[config.mk]
export PLATFORM = sky130hd
export DESIGN_NAME = ptx_stat_reg
export DESIGN_NICKNAME = d
export VERILOG_FILES = /design/src/rtl/ptx_pkg.sv /design/src/rtl/ptx_edge_sync.sv /design/src/rtl/ptx_flags.sv /design/src/rtl/ptx_periph.sv /design/src/rtl/ptx_stat_reg.sv
export SDC_FILE = /design/constraint.sdc
export NUM_CORES = 1
export LEC_CHECK = 0
export ABC_AREA = 1
export CORE_AREA = 3 3 40 42
export DETAILED_ROUTE_END_ITERATION = 8
export DIE_AREA = 0 0 43 45
export GPL_ROUTABILITY_DRIVEN = 0
export MAX_ROUTING_LAYER = met4
export PLACE_DENSITY_LB_ADDON = 0.1
export SYNTH_ARGS = -nofsm -noshare
export SYNTH_HDL_FRONTEND = slang
export SYNTH_SLANG_ARGS = --single-unit
[constraint.sdc]
create_clock -name clk -period 0.85 [get_ports clk]
set_input_delay 0.085 -clock clk [delete_from_list [all_inputs] [get_ports clk]]
set_output_delay 0.085 -clock clk [all_outputs]
set_load 0.02 [all_outputs]
[src/rtl/ptx_pkg.sv]
package ptx_pkg;

    localparam int REG_W      = 8;
    localparam int BIT_READY  = 0;
    localparam int BIT_HS     = 1;
    localparam int BIT_XFER   = 5;
    localparam int BIT_FORCE  = 6;
    localparam int BIT_PERIPH = 7;

    typedef struct packed {
        logic periph_pend;
        logic force_flag;
        logic xfer_flag;
        logic hs_en;
        logic ready;
    } ptx_stat_t;

    function automatic logic [REG_W-1:0] pack_stat(input ptx_stat_t s);
        logic [REG_W-1:0] r;
        r             = '0;
        r[BIT_READY]  = s.ready;
        r[BIT_HS]     = s.hs_en;
        r[BIT_XFER]   = s.xfer_flag;
        r[BIT_FORCE]  = s.force_flag;
        r[BIT_PERIPH] = s.periph_pend;
        return r;
    endfunction

endpackage

[src/rtl/ptx_edge_sync.sv]
module ptx_edge_sync #(
    parameter int SYNC_STAGES = 2
) (
    input  logic clk,
    input  logic rst,
    input  logic line_in,
    input  logic fall_sel,
    output logic edge_evt
);
    logic [SYNC_STAGES-1:0] chain;
    logic                   prev;
    logic                   synced;

    generate
        for (genvar i = 0; i < SYNC_STAGES; i++) begin : g_stage
            if (i == 0) begin : g_first
                always_ff @(posedge clk) begin
                    if (rst) chain[0] <= 1'b0;
                    else     chain[0] <= line_in;
                end
            end else begin : g_next
                always_ff @(posedge clk) begin
                    if (rst) chain[i] <= 1'b0;
                    else     chain[i] <= chain[i-1];
                end
            end
        end
    endgenerate

    assign synced = chain[SYNC_STAGES-1];

    always_ff @(posedge clk) begin
        if (rst) prev <= 1'b0;
        else     prev <= synced;
    end

    always_comb begin
        if (fall_sel) edge_evt = prev & ~synced;
        else          edge_evt = ~prev & synced;
    end

    // an event always coincides with a change of the synchronised level
    p_edge_is_change_r7: assert property (@(posedge clk) disable iff (rst)
        edge_evt |-> (synced != prev));

endmodule

[src/rtl/ptx_flags.sv]
module ptx_flags (
    input  logic clk,
    input  logic rst,
    input  logic xfer_rdy,
    input  logic dreg_rd,
    input  logic force_ctl,
    input  logic port_irq_en,
    input  logic card_force,
    output logic ready,
    output logic xfer_flag,
    output logic force_flag
);
    always_ff @(posedge clk) begin
        if (rst) begin
            ready     <= 1'b0;
            xfer_flag <= 1'b0;
        end else if (xfer_rdy) begin
            ready     <= 1'b1;
            xfer_flag <= 1'b1;
        end else if (dreg_rd) begin
            ready     <= 1'b0;
            xfer_flag <= 1'b0;
        end
    end

    always_ff @(posedge clk) begin
        if (rst) force_flag <= 1'b0;
        else     force_flag <= force_ctl & port_irq_en & card_force;
    end

    p_set_wins_r2: assert property (@(posedge clk) disable iff (rst)
        xfer_rdy |=> (ready && xfer_flag));

    p_clear_on_read_r2: assert property (@(posedge clk) disable iff (rst)
        (dreg_rd && !xfer_rdy) |=> (!ready && !xfer_flag));

    p_force_needs_all_r5: assert property (@(posedge clk) disable iff (rst)
        $rose(force_flag) |-> ($past(force_ctl) && $past(port_irq_en) && $past(card_force)));

endmodule

[src/rtl/ptx_periph.sv]
module ptx_periph (
    input  logic clk,
    input  logic rst,
    input  logic wr_en,
    input  logic wr_bit,
    input  logic edge_evt,
    output logic en,
    output logic pend
);
    always_ff @(posedge clk) begin
        if (rst) begin
            en   <= 1'b0;
            pend <= 1'b0;
        end else begin
            if (wr_en) en <= wr_bit;
            if (wr_en && !wr_bit)    pend <= 1'b0;
            else if (en && edge_evt) pend <= 1'b1;
        end
    end

    p_pend_needs_en_r8: assert property (@(posedge clk) disable iff (rst)
        $rose(pend) |-> ($past(en) && $past(edge_evt)));

    p_write0_clears_r9: assert property (@(posedge clk) disable iff (rst)
        (wr_en && !wr_bit) |=> (!pend && !en));

    p_write1_keeps_r9: assert property (@(posedge clk) disable iff (rst)
        (wr_en && wr_bit && pend) |=> pend);

endmodule

[src/rtl/ptx_stat_reg.sv]
module ptx_stat_reg
    import ptx_pkg::*;
#(
    parameter int SYNC_STAGES = 2
) (
    input  logic             clk,
    input  logic             rst,
    input  logic             host_wr,
    input  logic [REG_W-1:0] host_wdata,
    output logic [REG_W-1:0] rdata,
    input  logic             dreg_rd,
    input  logic             xfer_rdy,
    input  logic             irq_mode_sel,
    input  logic             irq_en,
    input  logic             force_ctl,
    input  logic             port_irq_en,
    input  logic             card_force,
    input  logic             periph_line,
    input  logic             edge_pol,
    output logic             hs_enable,
    output logic             irq
);
    ptx_stat_t st;
    logic      hs_q;
    logic      edge_evt;
    logic      periph_en;
    logic      xfer_term;

    always_ff @(posedge clk) begin
        if (rst)          hs_q <= 1'b0;
        else if (host_wr) hs_q <= host_wdata[BIT_HS];
    end

    ptx_flags u_flags (
        .clk         (clk),
        .rst         (rst),
        .xfer_rdy    (xfer_rdy),
        .dreg_rd     (dreg_rd),
        .force_ctl   (force_ctl),
        .port_irq_en (port_irq_en),
        .card_force  (card_force),
        .ready       (st.ready),
        .xfer_flag   (st.xfer_flag),
        .force_flag  (st.force_flag)
    );

    ptx_edge_sync #(.SYNC_STAGES(SYNC_STAGES)) u_sync (
        .clk      (clk),
        .rst      (rst),
        .line_in  (periph_line),
        .fall_sel (edge_pol),
        .edge_evt (edge_evt)
    );

    ptx_periph u_periph (
        .clk      (clk),
        .rst      (rst),
        .wr_en    (host_wr),
        .wr_bit   (host_wdata[BIT_PERIPH]),
        .edge_evt (edge_evt),
        .en       (periph_en),
        .pend     (st.periph_pend)
    );

    assign st.hs_en  = hs_q;
    assign rdata     = pack_stat(st);
    assign hs_enable = hs_q;
    assign xfer_term = st.xfer_flag & irq_mode_sel & irq_en;
    assign irq       = xfer_term | st.force_flag | st.periph_pend;

    p_hs_write_r3: assert property (@(posedge clk) disable iff (rst)
        host_wr |=> (hs_enable == $past(host_wdata[BIT_HS])));

    p_unused_zero_r4: assert property (@(posedge clk) disable iff (rst)
        rdata[4:2] == 3'b000);

    p_irq_sources_r10: assert property (@(posedge clk) disable iff (rst)
        (rdata[BIT_PERIPH] || rdata[BIT_FORCE]) |-> irq);

    p_masked_xfer_r6: assert property (@(posedge clk) disable iff (rst)
        (!rdata[BIT_PERIPH] && !rdata[BIT_FORCE] && !(irq_mode_sel && irq_en)) |-> !irq);

endmodule

==> impl_metrics.toml, run 1 <==
[outcome]
status = "finished, violations left"
violations = "negative setup slack"

[placed_design]
port_buffers = 20
hpwlAfterDp_um = 539
pre_cts_ws_ns = -0.507

[critical_path]
path_buf_inv = 1
slowest_stage = "dfxtp_2"
cp.arrival_ns = 0.85
max_stage_delay_ns = 0.33
crit_type = "reg2out"
required_ns = 0.76
worstPathMaxFanout = 3
critPathLaunchType = "flop"
worstSetupEndpointType = "output pin"
path_delay_family = "flip-flops"
path_cells = "nor2_2 > nand2_2 > buf_6"

[power_and_ir_drop]
power.total_mw = 0.853
power_density_mw_per_mm2 = 1510
power_leakage_nw = 0.264
vdd_drop_max_v = 0.00110

[drt]
drtPass1Iterations = 4
routed-wl-met2_um = 301
post-route-drc-count = 0
dr.first_iter.drc_count = 5
wl_met3_um = 85
drt-total-wl_um = 642
vias = 320
viasPerCell = 3.95
wl_met1_um = 255
wl_per_cell_um = 7.93
postRouteAntennaNets = 0
top_layer = "met3"

[floorplan]
core.rowCount = 13
io_pins = 30
design.die.area_mm2 = 0.00194
die_h_um = 45
fp.dieW_um = 43
start_util = 0.282
core_mm2 = 0.00128

[clock_tree]
cts.path.max_buffers = 2
clkLatencyLatePin_ns = 0.25
cts_root_buffer = "clkbuf_4"
cts_buffers = 3
clock-sinks = 8
post_cts_buffers = 0
clk_pin_slew_ns = 0.05
htreeDepth = 1
cts_tree = "yes"

[global_route]
groute.usage.overall = 0.0724
grt_pass1_vias = 243
antenna_found_initial = 0
grt_pass1_wl_um = 972
grt-ovfl-total = 0
grt_max_degree = 5

[final_layout]
final_common_cell = "clkdlybuf4s50_1"
fin_util = 0.440
regArea_um2 = 164
final_cell_mix = "13 x clkdlybuf4s50_1, 8 x inv_1, 7 x nor2_1"
area_delta_synth_final_pct = 55.9
fillers = 151
drive_gt1_frac = 0.303
nNetsFinal = 88
multi_input_area_um2 = 130
antenna_cells = 0

[synth]
netlist_area_um2 = 363
syn_inst = 47
ys_types = 10
ys_warn_count = 0
yosys_register_bits = 8
syn_area_per_cell_um2 = 7.72
ys_seq_area_frac = 0.441

[timing]
finalMaxSlewViolations = 0
fin_hold_ws_ns = 0.352
rsz0062_at_grt = "true"
fin_crit_sh = 1.10
fin_ws_ns = -0.0809
setup_viol = 1
skew_ns = 0.000355
layout_min_cycle_time_ns = 0.931
maxClockFrequency_mhz = 1070
tns_ns = -0.0809
hold_viol_final = 0

[worst_hold_path]
hold_class = "in2reg"

[flow_run]
drv_cap = 0
cell families after synthesis:
| logic type | share of synthesized area |
|---|---|
| AO/OA/AOI/OAI | 0.103 |
| other | 0.0103 |
| flip-flops | 0.441 |
| buffers and inverters | 0.248 |
| AND/OR/NAND/NOR | 0.197 |
report_power, final:
part | total [mW] | internal [mW] | switching (mW) | leakage, nW
sequential | 0.403 | 0.394 | 0.00975 | 0.0669
clock | 0.280 | 0.161 | 0.119 | 0.0138
combinational | 0.170 | 0.0956 | 0.0741 | 0.184
per-layer routing:
metal | track usage | vias to the layer above
met5 | - | -
met4 | 0.0181 | 0
met3 | 0.0598 | 0
met2 | 0.0898 | 15
met1 | 0.0878 | 135
li1 | - | 170
worst min-delay path, stage by stage:
cell and delay (ns):
clkdlybuf4s50_1 0.39, inv_1 0.05, nor2_1 0.03
sequential cells by signal, indices dropped and copies added, names as in the netlist:
name,cells
u_periph.en,1
u_flags.xfer_flag,1
u_sync.synced,1
hs_enable,1
u_sync.prev,1
u_flags.force_flag,1
u_periph.pend,1
u_sync.chain,1
through the flow:
step           instances  area, um2
2_1_floorplan         49        370
3_3_place_gp          78        544
3_5_place_dp          78        544
4_1_cts               81        541
5_1_grt               81        566
6_report              81        566
final cells by class:
class	count	share of cell area
clock buffer	3	0.0398
inverter	8	0.0531
multi-input combinational	25	0.230
sequential	8	0.290
tap	15	0.0332
timing repair buffer	22	0.354
path summary, 6_finish.rpt:
path / startpoint / to / slack (ns) / depth (start not counted)
worst max register to register: u_sync.synced / u_periph.pend / 0.13 / 5
worst min register to register: u_sync.chain[0] / u_sync.synced / 0.41 / 2
worst max-delay path: u_periph.pend / irq / -0.08 / 3
worst min-delay path: periph_line / u_sync.chain[0] / 0.35 / 3
cells in the mapped netlist:
cell type | number | area (um2)
nor2_1 | 8 | 30.0
buf_4 | 8 | 60.1
a21oi_2 | 1 | 8.76
a21oi_1 | 2 | 10.0
conb_1 | 1 | 3.75
inv_1 | 8 | 30.0
nand2_1 | 7 | 26.3
nand3_1 | 3 | 15.0
o21bai_4 | 1 | 18.8
dfxtp_1 | 8 | 160
timing repair:
item / 4_1_cts / 5_1_grt
resized for setup: 32 / 9
endpoints found under the setup margin: 7 / 6
hold buffers: 0 / 0
pin swaps: 1 / 1
cloned: 0 / 0
Power figures use the tool's default switching activity.
==> run 2, diff against run 1 <==
PLACE_DENSITY = 0.82   (was not set)
PLACE_DENSITY_LB_ADDON = not set   (was 0.1)
==> impl_metrics.toml, run 2 (synthesis results as in run 1) <==
[outcome]
status = "finished, violations left"
violations = "negative setup slack"

[clock_tree]
clkLatencyLatePin_ns = 0.25
clk_pin_slew_ns = 0.05
cts_tree = "yes"
cts.path.max_buffers = 2
cts_root_buffer = "clkbuf_4"
clock-sinks = 8
htreeDepth = 1
cts_buffers = 3
holdBufCountCts = 0

[final_layout]
postLayoutCellArea_um2 = 556
area_delta_synth_final_pct = 53.1
nNetsFinal = 87
fillers = 138
antenna_cells = 0
fin_util = 0.432
drive_gt1_frac = 0.308
final_cell_mix = "13 x clkdlybuf4s50_1, 8 x inv_1, 7 x nor2_1"
final_common_cell = "clkdlybuf4s50_1"

[timing]
skew_ns = 0.00471
fin_ws_ns = -0.0856
fin_crit_sh = 1.10
setup_viol = 2
hold_viol_final = 0
rsz0062_at_grt = "true"
finalMaxSlewViolations = 0
maxClockFrequency_mhz = 1070
fin_hold_ws_ns = 0.343
layout_min_cycle_time_ns = 0.936

[power_and_ir_drop]
vdd_drop_max_v = 0.000851
power_density_mw_per_mm2 = 1540
power_leakage_nw = 0.260
p_sw_frac = 0.241
p_switching_mw = 0.206
combPwrFrac = 0.195
p_int_mw = 0.648
seq_power_share = 0.474
clock_power_share = 0.331

[critical_path]
rrSetupSlack_ns = 0.12
r2r_start = "u_sync.synced"
critPathLaunchType = "flop"
required_ns = 0.76
worstSetupEndpointType = "output pin"
crit_type = "reg2out"
reg2reg_to = "u_periph.pend"
cp.arrival_ns = 0.85
worst-r2r-cell-count = 5
worstPathMaxFanout = 2

[worst_hold_path]
hold_class = "in2reg"
hp-start = "periph_line"
hold_end = "u_sync.chain[0]"
holdPathStages = 3

[floorplan]
core.rowCount = 13
die_h_um = 45
io_pins = 30
core_mm2 = 0.00128
fp.dieW_um = 43
design.die.area_mm2 = 0.00194
start_util = 0.282

[drt]
dr.first_iter.drc_count = 0
postRouteAntennaNets = 0
drt-total-wl_um = 748
post-route-drc-count = 0
drtPass1Iterations = 1
wl_per_cell_um = 9.35
vias = 306
viasPerCell = 3.83

[flow_run]
drv_cap = 0

[placed_design]
hpwlAfterDp_um = 604
postPlaceCellArea_um2 = 537
pre_cts_ws_ns = -0.521
port_buffers = 20

[global_route]
grt_pass1_wl_um = 1210
groute.usage.overall = 0.0929
grt_pass1_vias = 304
grt-ovfl-total = 0
grt_max_degree = 7
antenna_found_initial = 0
==> run 2: cell types whose count changed in the layout (fill, tap and decap cells not counted), sizes merged <==
cell  previous run  this run
buf              9         8
==> run 2: power by group through the flow <==
stage	clock, mW	sequential [mW]	combinational [mW]
CTS	0.291	0.403	0.161
detailed placement	0	0.410	0.171
floorplan	0	0.411	0.0883
global route	0.304	0.407	0.180
global placement	0	0.409	0.169
finish	0.283	0.405	0.167
==> run 2: how the worst max path moves through the flow <==
stage                           to  slack (ns)  cells after the start               start
after floorplan           rdata[1]        0.15                      1           hs_enable
after global placement         irq       -0.49                      4        irq_mode_sel
after detailed placement       irq       -0.52                      4        irq_mode_sel
after CTS                      irq       -0.11                      3  u_flags.force_flag
after global routing           irq       -0.12                      3   u_flags.xfer_flag
final                          irq       -0.09                      3  u_flags.force_flag
==> run 2: layout make-up <==
cell class	instances	area (um2)	area share
multi-input cells	25	130	0.234
flip-flops and latches	8	165	0.297
well taps	15	18.8	0.0338
repair buffers	21	189	0.340
clock buffers	3	22.5	0.0405
inverters	8	30.0	0.0541
==> run 2: per-stage QoR <==
step,power (mW),cells,TNS (ns)
floorplan,0.499,49,0
global placement,0.578,77,-1.95
detailed placement,0.582,77,-2.05
CTS,0.855,80,-0.106
global route,0.891,80,-0.157
finish,0.854,80,-0.0919
==> run 2: critical path, stage by stage, from the launching register on <==
cell and delay [ns]:
dfxtp_2 0.32, nor2_2 0.10, nand2_2 0.06, buf_6 0.12
==> run 2: routing by layer <==
layer / wire length, um / part of all wire / GRT usage
met5: 0 / 0 / -
met4: 8 / 0.011 / 0.0904
met3: 78 / 0.10 / 0.0239
met2: 355 / 0.47 / 0.144
met1: 305 / 0.41 / 0.0949
==> run 2: repair_timing <==
action | in CTS | in global routing
endpoints found under the setup margin | 7 | 6
buffers inserted | 0 | 0
hold endpoints to repair | 0 | 0
resized for setup | 33 | 8
pin swaps | 2 | 1
